[src/rtl/rspv_pkg.sv]
package rspv_pkg;
  typedef enum logic [1:0] {
    SEL_AVG  = 2'd0,
    SEL_A    = 2'd1,
    SEL_B    = 2'd2,
    SEL_TRIP = 2'd3
  } sel_e;
endpackage

[src/rtl/rspv_range_chk.sv]
module rspv_range_chk #(
  parameter int unsigned W      = 16,
  parameter int unsigned LO_LIM = 10376,
  parameter int unsigned HI_LIM = 55977
) (
  input  logic [W-1:0] code,
  output logic         flt
);
  localparam logic [W-1:0] LO_C = W'(LO_LIM);
  localparam logic [W-1:0] HI_C = W'(HI_LIM);

  always_comb begin
    flt = (code < LO_C) || (code > HI_C);
  end
endmodule

[src/rtl/rspv_fuse.sv]
module rspv_fuse
  import rspv_pkg::*;
#(
  parameter int unsigned W       = 16,
  parameter int unsigned DEV_LIM = 1311
) (
  input  logic [W-1:0] code_a,
  input  logic [W-1:0] code_b,
  input  logic         flt_a,
  input  logic         flt_b,
  output sel_e         sel,
  output logic [W-1:0] val,
  output logic         trip,
  output logic         one_flt
);
  localparam logic [W-1:0] DEV_C = W'(DEV_LIM);

  logic [W:0]   sum;
  logic [W-1:0] avg;
  logic [W-1:0] diff;
  logic         dev_bad;

  always_comb begin
    sum     = {1'b0, code_a} + {1'b0, code_b};
    avg     = W'(sum >> 1);
    diff    = (code_a > code_b) ? (code_a - code_b) : (code_b - code_a);
    dev_bad = diff > DEV_C;
  end

  always_comb begin
    unique case ({flt_a, flt_b})
      2'b00:   sel = dev_bad ? SEL_TRIP : SEL_AVG;
      2'b01:   sel = SEL_A;
      2'b10:   sel = SEL_B;
      default: sel = SEL_TRIP;
    endcase
  end

  always_comb begin
    val     = '0;
    trip    = 1'b0;
    one_flt = 1'b0;
    case (sel)
      SEL_AVG:  val = avg;
      SEL_A:    begin val = code_a; one_flt = 1'b1; end
      SEL_B:    begin val = code_b; one_flt = 1'b1; end
      default:  trip = 1'b1;
    endcase
  end
endmodule

[src/rtl/rspv_out_reg.sv]
module rspv_out_reg #(
  parameter int unsigned W        = 16,
  parameter int unsigned SAFE_VAL = 0
) (
  input  logic         clk,
  input  logic         rst,
  input  logic         clr_safe,
  input  logic         smp_vld,
  input  logic [W-1:0] val_in,
  input  logic         trip,
  input  logic         one_flt,
  input  logic         flt_a_in,
  input  logic         flt_b_in,
  output logic [W-1:0] out_val,
  output logic         out_vld,
  output logic         flt_a,
  output logic         flt_b,
  output logic         alarm,
  output logic         safe
);
  localparam logic [W-1:0] SAFE_C = W'(SAFE_VAL);

  logic safe_nxt;

  always_comb begin
    safe_nxt = (smp_vld & trip) | (safe & ~clr_safe);
  end

  always_ff @(posedge clk) begin
    if (rst) begin
      out_val <= '0;
      out_vld <= 1'b0;
      flt_a   <= 1'b0;
      flt_b   <= 1'b0;
      alarm   <= 1'b0;
      safe    <= 1'b0;
    end else begin
      safe    <= safe_nxt;
      out_vld <= smp_vld;
      if (smp_vld) begin
        out_val <= safe_nxt ? SAFE_C : val_in;
        flt_a   <= flt_a_in;
        flt_b   <= flt_b_in;
        alarm   <= one_flt;
      end
    end
  end

  // the latch holds unless released
  p_safe_hold_r7: assert property (@(posedge clk) disable iff (rst)
    safe && !clr_safe |=> safe);

  // a trip beats a simultaneous release
  p_trip_wins_r7: assert property (@(posedge clk) disable iff (rst)
    smp_vld && trip |=> safe);

  // samples published in the safe state carry the safe code
  p_safe_code_r7: assert property (@(posedge clk) disable iff (rst)
    safe && out_vld |-> out_val == SAFE_C);

  // out_vld is high for one cycle after each strobe
  p_vld_pulse_r8: assert property (@(posedge clk) disable iff (rst)
    smp_vld |=> out_vld);
  p_vld_quiet_r8: assert property (@(posedge clk) disable iff (rst)
    !smp_vld |=> !out_vld);

  // published data holds between strobes
  p_hold_r8: assert property (@(posedge clk) disable iff (rst)
    !smp_vld |=> $stable(out_val) && $stable(alarm) && $stable(flt_a) && $stable(flt_b));
endmodule

[src/rtl/rspv_pair_validator.sv]
module rspv_pair_validator
  import rspv_pkg::*;
#(
  parameter int unsigned W        = 16,
  parameter int unsigned LO_LIM   = 10376,
  parameter int unsigned HI_LIM   = 55977,
  parameter int unsigned DEV_LIM  = 1311,
  parameter int unsigned SAFE_VAL = 0
) (
  input  logic         clk,
  input  logic         rst,
  input  logic         clr_safe,
  input  logic         smp_vld,
  input  logic [15:0]  code_a,
  input  logic [15:0]  code_b,
  output logic [15:0]  out_val,
  output logic         out_vld,
  output logic         flt_a,
  output logic         flt_b,
  output logic         alarm,
  output logic         safe
);
  localparam int unsigned NCH = 2;

  logic [W-1:0] codes [NCH];
  logic [NCH-1:0] flt_c;
  sel_e         sel;
  logic [W-1:0] fused;
  logic         trip;
  logic         one_flt;

  always_comb begin
    codes[0] = W'(code_a);
    codes[1] = W'(code_b);
  end

  for (genvar ch = 0; ch < NCH; ch++) begin : g_chk
    rspv_range_chk #(
      .W(W), .LO_LIM(LO_LIM), .HI_LIM(HI_LIM)
    ) u_chk (
      .code (codes[ch]),
      .flt  (flt_c[ch])
    );
  end

  rspv_fuse #(
    .W(W), .DEV_LIM(DEV_LIM)
  ) u_fuse (
    .code_a  (codes[0]),
    .code_b  (codes[1]),
    .flt_a   (flt_c[0]),
    .flt_b   (flt_c[1]),
    .sel     (sel),
    .val     (fused),
    .trip    (trip),
    .one_flt (one_flt)
  );

  logic [W-1:0] out_w;

  rspv_out_reg #(
    .W(W), .SAFE_VAL(SAFE_VAL)
  ) u_out (
    .clk      (clk),
    .rst      (rst),
    .clr_safe (clr_safe),
    .smp_vld  (smp_vld),
    .val_in   (fused),
    .trip     (trip),
    .one_flt  (one_flt),
    .flt_a_in (flt_c[0]),
    .flt_b_in (flt_c[1]),
    .out_val  (out_w),
    .out_vld  (out_vld),
    .flt_a    (flt_a),
    .flt_b    (flt_b),
    .alarm    (alarm),
    .safe     (safe)
  );

  always_comb out_val = 16'(out_w);

  // both range checkers failing forces the safe state
  p_both_trip_r4: assert property (@(posedge clk) disable iff (rst)
    smp_vld && (&flt_c) |=> safe);

  // alarm only with exactly one faulted channel
  p_alarm_one_r3: assert property (@(posedge clk) disable iff (rst)
    alarm |-> (flt_a ^ flt_b));

  // rail codes always fault under default limits
  p_rail_r2: assert property (@(posedge clk) disable iff (rst)
    smp_vld && (code_a == 16'h0000 || code_a == 16'hFFFF) |=> flt_a);

  // single-fault selection matches the fault pattern
  p_sel_r3: assert property (@(posedge clk) disable iff (rst)
    smp_vld && (sel == SEL_A || sel == SEL_B) |-> (flt_c[0] ^ flt_c[1]));
endmodule

[config.mk]
export PLATFORM = sky130hd
export DESIGN_NAME = rspv_pair_validator
export DESIGN_NICKNAME = d
export VERILOG_FILES = /design/src/rtl/rspv_pkg.sv /design/src/rtl/rspv_range_chk.sv /design/src/rtl/rspv_fuse.sv /design/src/rtl/rspv_out_reg.sv /design/src/rtl/rspv_pair_validator.sv
export SDC_FILE = /design/constraint.sdc
export NUM_CORES = 1
export LEC_CHECK = 0
export ABC_AREA = 1
export BUFFER_PORTS_ARGS = -buffer_cell sky130_fd_sc_hd__buf_2
export CORE_MARGIN = 8
export CORE_UTILIZATION = 45
export DETAILED_ROUTE_END_ITERATION = 8
export GPL_TIMING_DRIVEN = 0
export PLACE_DENSITY = 0.68
export RECOVER_POWER = 25
export SLEW_MARGIN = 40
export SYNTH_ARGS = -nofsm -noshare
export SYNTH_HDL_FRONTEND = slang
export SYNTH_HIERARCHICAL = 1
export SYNTH_SLANG_ARGS = --single-unit
[constraint.sdc]
create_clock -name clk -period 3.83 [get_ports clk]
set_input_delay 0.383 -clock clk [delete_from_list [all_inputs] [get_ports clk]]
set_output_delay 0.383 -clock clk [all_outputs]
set_load 0.01 [all_outputs]
==> qor.txt <==
Post-CTS Hold Buffers -> 0
Fmax achieved -> 297 MHz
Synth cell types -> 40
H-tree levels -> 1
Cell Int Power -> 589 uW
Largest net degree at the start of global routing -> 13
Logic pwr share -> 0.670
Worst path max stage delay -> 0.39 ns
# IOs -> 57
Clock skew -> 0.00368 ns
Sequential share of the synthesized area -> 0.0888
Final period util -> 0.878
Initial drt markers -> 412
Status -> finished, final reports clean
CP Max Fanout -> 10
Mapped Avg Cell Area -> 5.81 um2
CP max-delay cell -> nor2_1
Worst R2R Path Depth -> 4
Power per cell area -> 228 nW/um2
Initial antenna violation count -> 0
Slew @ Worst Pin -> 0.704 ns
CP Data Arrival Time -> 3.56 ns
Post-CTS sizing -> 0
1st-pass router iterations -> 7
P&R area growth vs syn -> 9.99%
Vias/cell -> 5.05
CTS buffer count -> 3
Worst hold path type -> in2reg
GRT Total Usage -> 0.199
Final WL -> 14,300 um
Required time of the critical path -> 4.03 ns
Seq pwr share -> 0.207
Hold Crit Depth -> 2
Antenna Cells -> 0
Die H -> 119 um
Area of the mapped netlist -> 4730 um2
Final-layout fill cell count -> 1,151
CTS tree -> built
Most Frequent Cell on Critical Path -> nand2_1
Area of the multi-input gates -> 3510 um2
Yosys warnings -> 6
Core area -> 10,300 um2
R2R setup slack -> 2.90 ns
DR vias -> 5,100
Hold_sp -> rst
Clock latency at the later pin of the worst-skew pair -> 0.26 ns
Syn Inst Count -> 815
Vias in the first global route -> 4,650
Clk pwr share -> 0.123
Num rows -> 37
Routed len/inst -> 14.2 um
Final Hold Vio Count -> 0
GPL Wtd Cong -> 0.948
CP Class -> in2reg
Worst setup EP type -> register
Max-Cap Viols -> 0
Worst setup SP type -> input port
Clock Pin Slew Worst Setup and Hold Paths -> 0.08 ns
#FFs+latches synth -> 21
First-pass GRT wire length -> 23,200 um
Area of the die -> 14,100 um2
Synthesized net count -> 905
Setup TNS -> 0 ns
Aggregate global routing overflow -> 0
Initial Utilization -> 0.460
DR DRC count -> 0
Worst VDD drop -> 0.000177 V
Post-route minimum period -> 3.36 ns
Worst r2r src -> u_out/safe$_SDFF_PP0_
Clock buffer depth -> 2
Max-slew headroom -> 0.531
Nets -> 965
Share of layout cells above drive strength 1 -> 0.166
WHS Endpoint -> u_out/safe$_SDFF_PP0_
Clock root cell -> clkbuf_8
DRT antenna net count -> 0
Setup violators final -> 0
Critical-path cell list -> buf_2 -> inv_1 -> ha_1 -> buf_4 -> nand2_2 -> nor2_1 -> nand3_1 -> nand3_1 -> nand2_1 -> nand2_1 -> nand2_1 -> nand2_1 -> inv_1 -> a21boi_2 -> nand3_2 -> nand3_1 -> nand2_2 -> nor2_4 -> buf_6 -> nand2_1 -> a21oi_2 -> nand3_1 -> a21oi_1
Fin. max-slew vios -> 0
Worst reg2reg endpoint -> u_out/out_val[2]$_SDFFE_PP0P_
Die X -> 119 um
Leak -> 2.92 nW
Pwr Total -> 1.19 mW
HPWL after DPL -> 12,100 um
Setup Buffers After CTS -> 0
Switching share of total power -> 0.503
Sw Pwr -> 597 uW
RSZ-0062 raised after global routing -> no
Register area -> 420 um2
Num Clock Sinks -> 21
PortBufs -> 55
flip-flops by register name (all words and copies together) (netlist names):
register / flops
u_out/alarm: 1
u_out/flt_a: 1
u_out/flt_b: 1
u_out/out_val: 16
u_out/out_vld: 1
u_out/safe: 1
critical path: cells and delay by family:
kind | cells | cell delay, ns
buffers and inverters | 5 | 0.67
AO/OA/AOI/OAI | 3 | 0.41
AND/OR/NAND/NOR | 14 | 1.80
adder cells (fa/ha/maj) | 1 | 0.28
synthesized netlist by cell type (all sizes together):
library cell	n	share of area
a21boi	3	0.0056
a21oi	69	0.094
a31oi	1	0.0013
and2	3	0.0040
buf	21	0.041
clkbuf	3	0.0032
dfxtp	21	0.089
fa	3	0.013
ha	51	0.13
inv	157	0.12
nand2	270	0.23
nand3	69	0.086
nand3b	2	0.0085
nand4	12	0.016
nor2	58	0.058
nor3	6	0.0063
nor4	1	0.0013
o211ai	1	0.0016
o21ai	33	0.035
o21bai	1	0.0016
o22ai	15	0.020
o31ai	1	0.0016
xnor2	2	0.0037
xor2	12	0.022
layout make-up:
class / instances / area share
flip-flops and latches: 21 / 0.0808
clock inverters: 1 / 0.000962
well taps: 136 / 0.0327
repair buffers: 55 / 0.0507
multi-input cells: 613 / 0.675
inverters: 157 / 0.113
plain buffers: 24 / 0.0385
clock buffers: 3 / 0.00793
per-stage QoR:
step                      setup WS [ns]  hold slack [ns]  cells  utilization  area (um2)
after global placement            0.265            0.467   1006        0.504        5180
after global routing              0.106            0.304   1010        0.506        5200
after CTS                         0.491            0.309   1010        0.508        5220
final                             0.468            0.311   1010        0.506        5200
after detailed placement          0.229            0.478   1006        0.504        5180
after floorplan                   0.873            0.445    815            -        4730
kinds of logic after synthesis:
kind of cell	Yosys count	share of synthesized area
AO/OA/AOI/OAI	124	0.161
flip-flops	21	0.0888
XOR/XNOR	14	0.0259
AND/OR/NAND/NOR	421	0.409
adder cells (fa/ha/maj)	54	0.148
buffers and inverters	181	0.168
power by group through the flow:
stage	clock, mW	sequential [mW]	combinational [mW]
6_report	0.146	0.245	0.795
5_1_grt	0.160	0.247	0.893
4_1_cts	0.148	0.245	0.793
3_5_place_dp	0	0.250	0.789
3_3_place_gp	0	0.250	0.788
2_1_floorplan	0	0.260	0.574
per-layer routing:
layer,share of wire,track usage,up-vias
li1,-,-,2665
met1,0.49,0.280,2279
met2,0.44,0.319,148
met3,0.063,0.0333,8
met4,0.0065,0.0221,0
met5,0,0,-
placed cells by master, fill, tap and decap left out, types with 4 or more instances in the layout:
cell,count
inv_1,151
inv_2,6
o21ai_0,17
buf_2,48
nand2_1,251
nand4_1,12
buf_4,11
o22ai_1,15
a21oi_1,46
nor2_2,7
nand2_2,16
o21ai_1,16
nor2_1,46
ha_1,51
buf_6,4
nor3_1,6
nor2_4,5
nand3_1,57
clkbuf_1,12
xor2_1,12
dfxtp_1,21
a21oi_2,21
nand3_2,12
worst max path at each step:
stage	start	end	slack, ns
global route	code_a[0]	u_out/out_val[5]$_SDFFE_PP0P_	0.11
finish	code_a[9]	u_out/out_val[0]$_SDFFE_PP0P_	0.47
detailed placement	code_a[0]	u_out/out_val[0]$_SDFFE_PP0P_	0.23
CTS	code_a[0]	u_out/out_val[0]$_SDFFE_PP0P_	0.49
global placement	code_a[0]	u_out/out_val[2]$_SDFFE_PP0P_	0.27
floorplan	code_a[0]	u_out/out_val[1]$_SDFFE_PP0P_	0.87
Note: power is estimated with default switching activity, not from simulation.
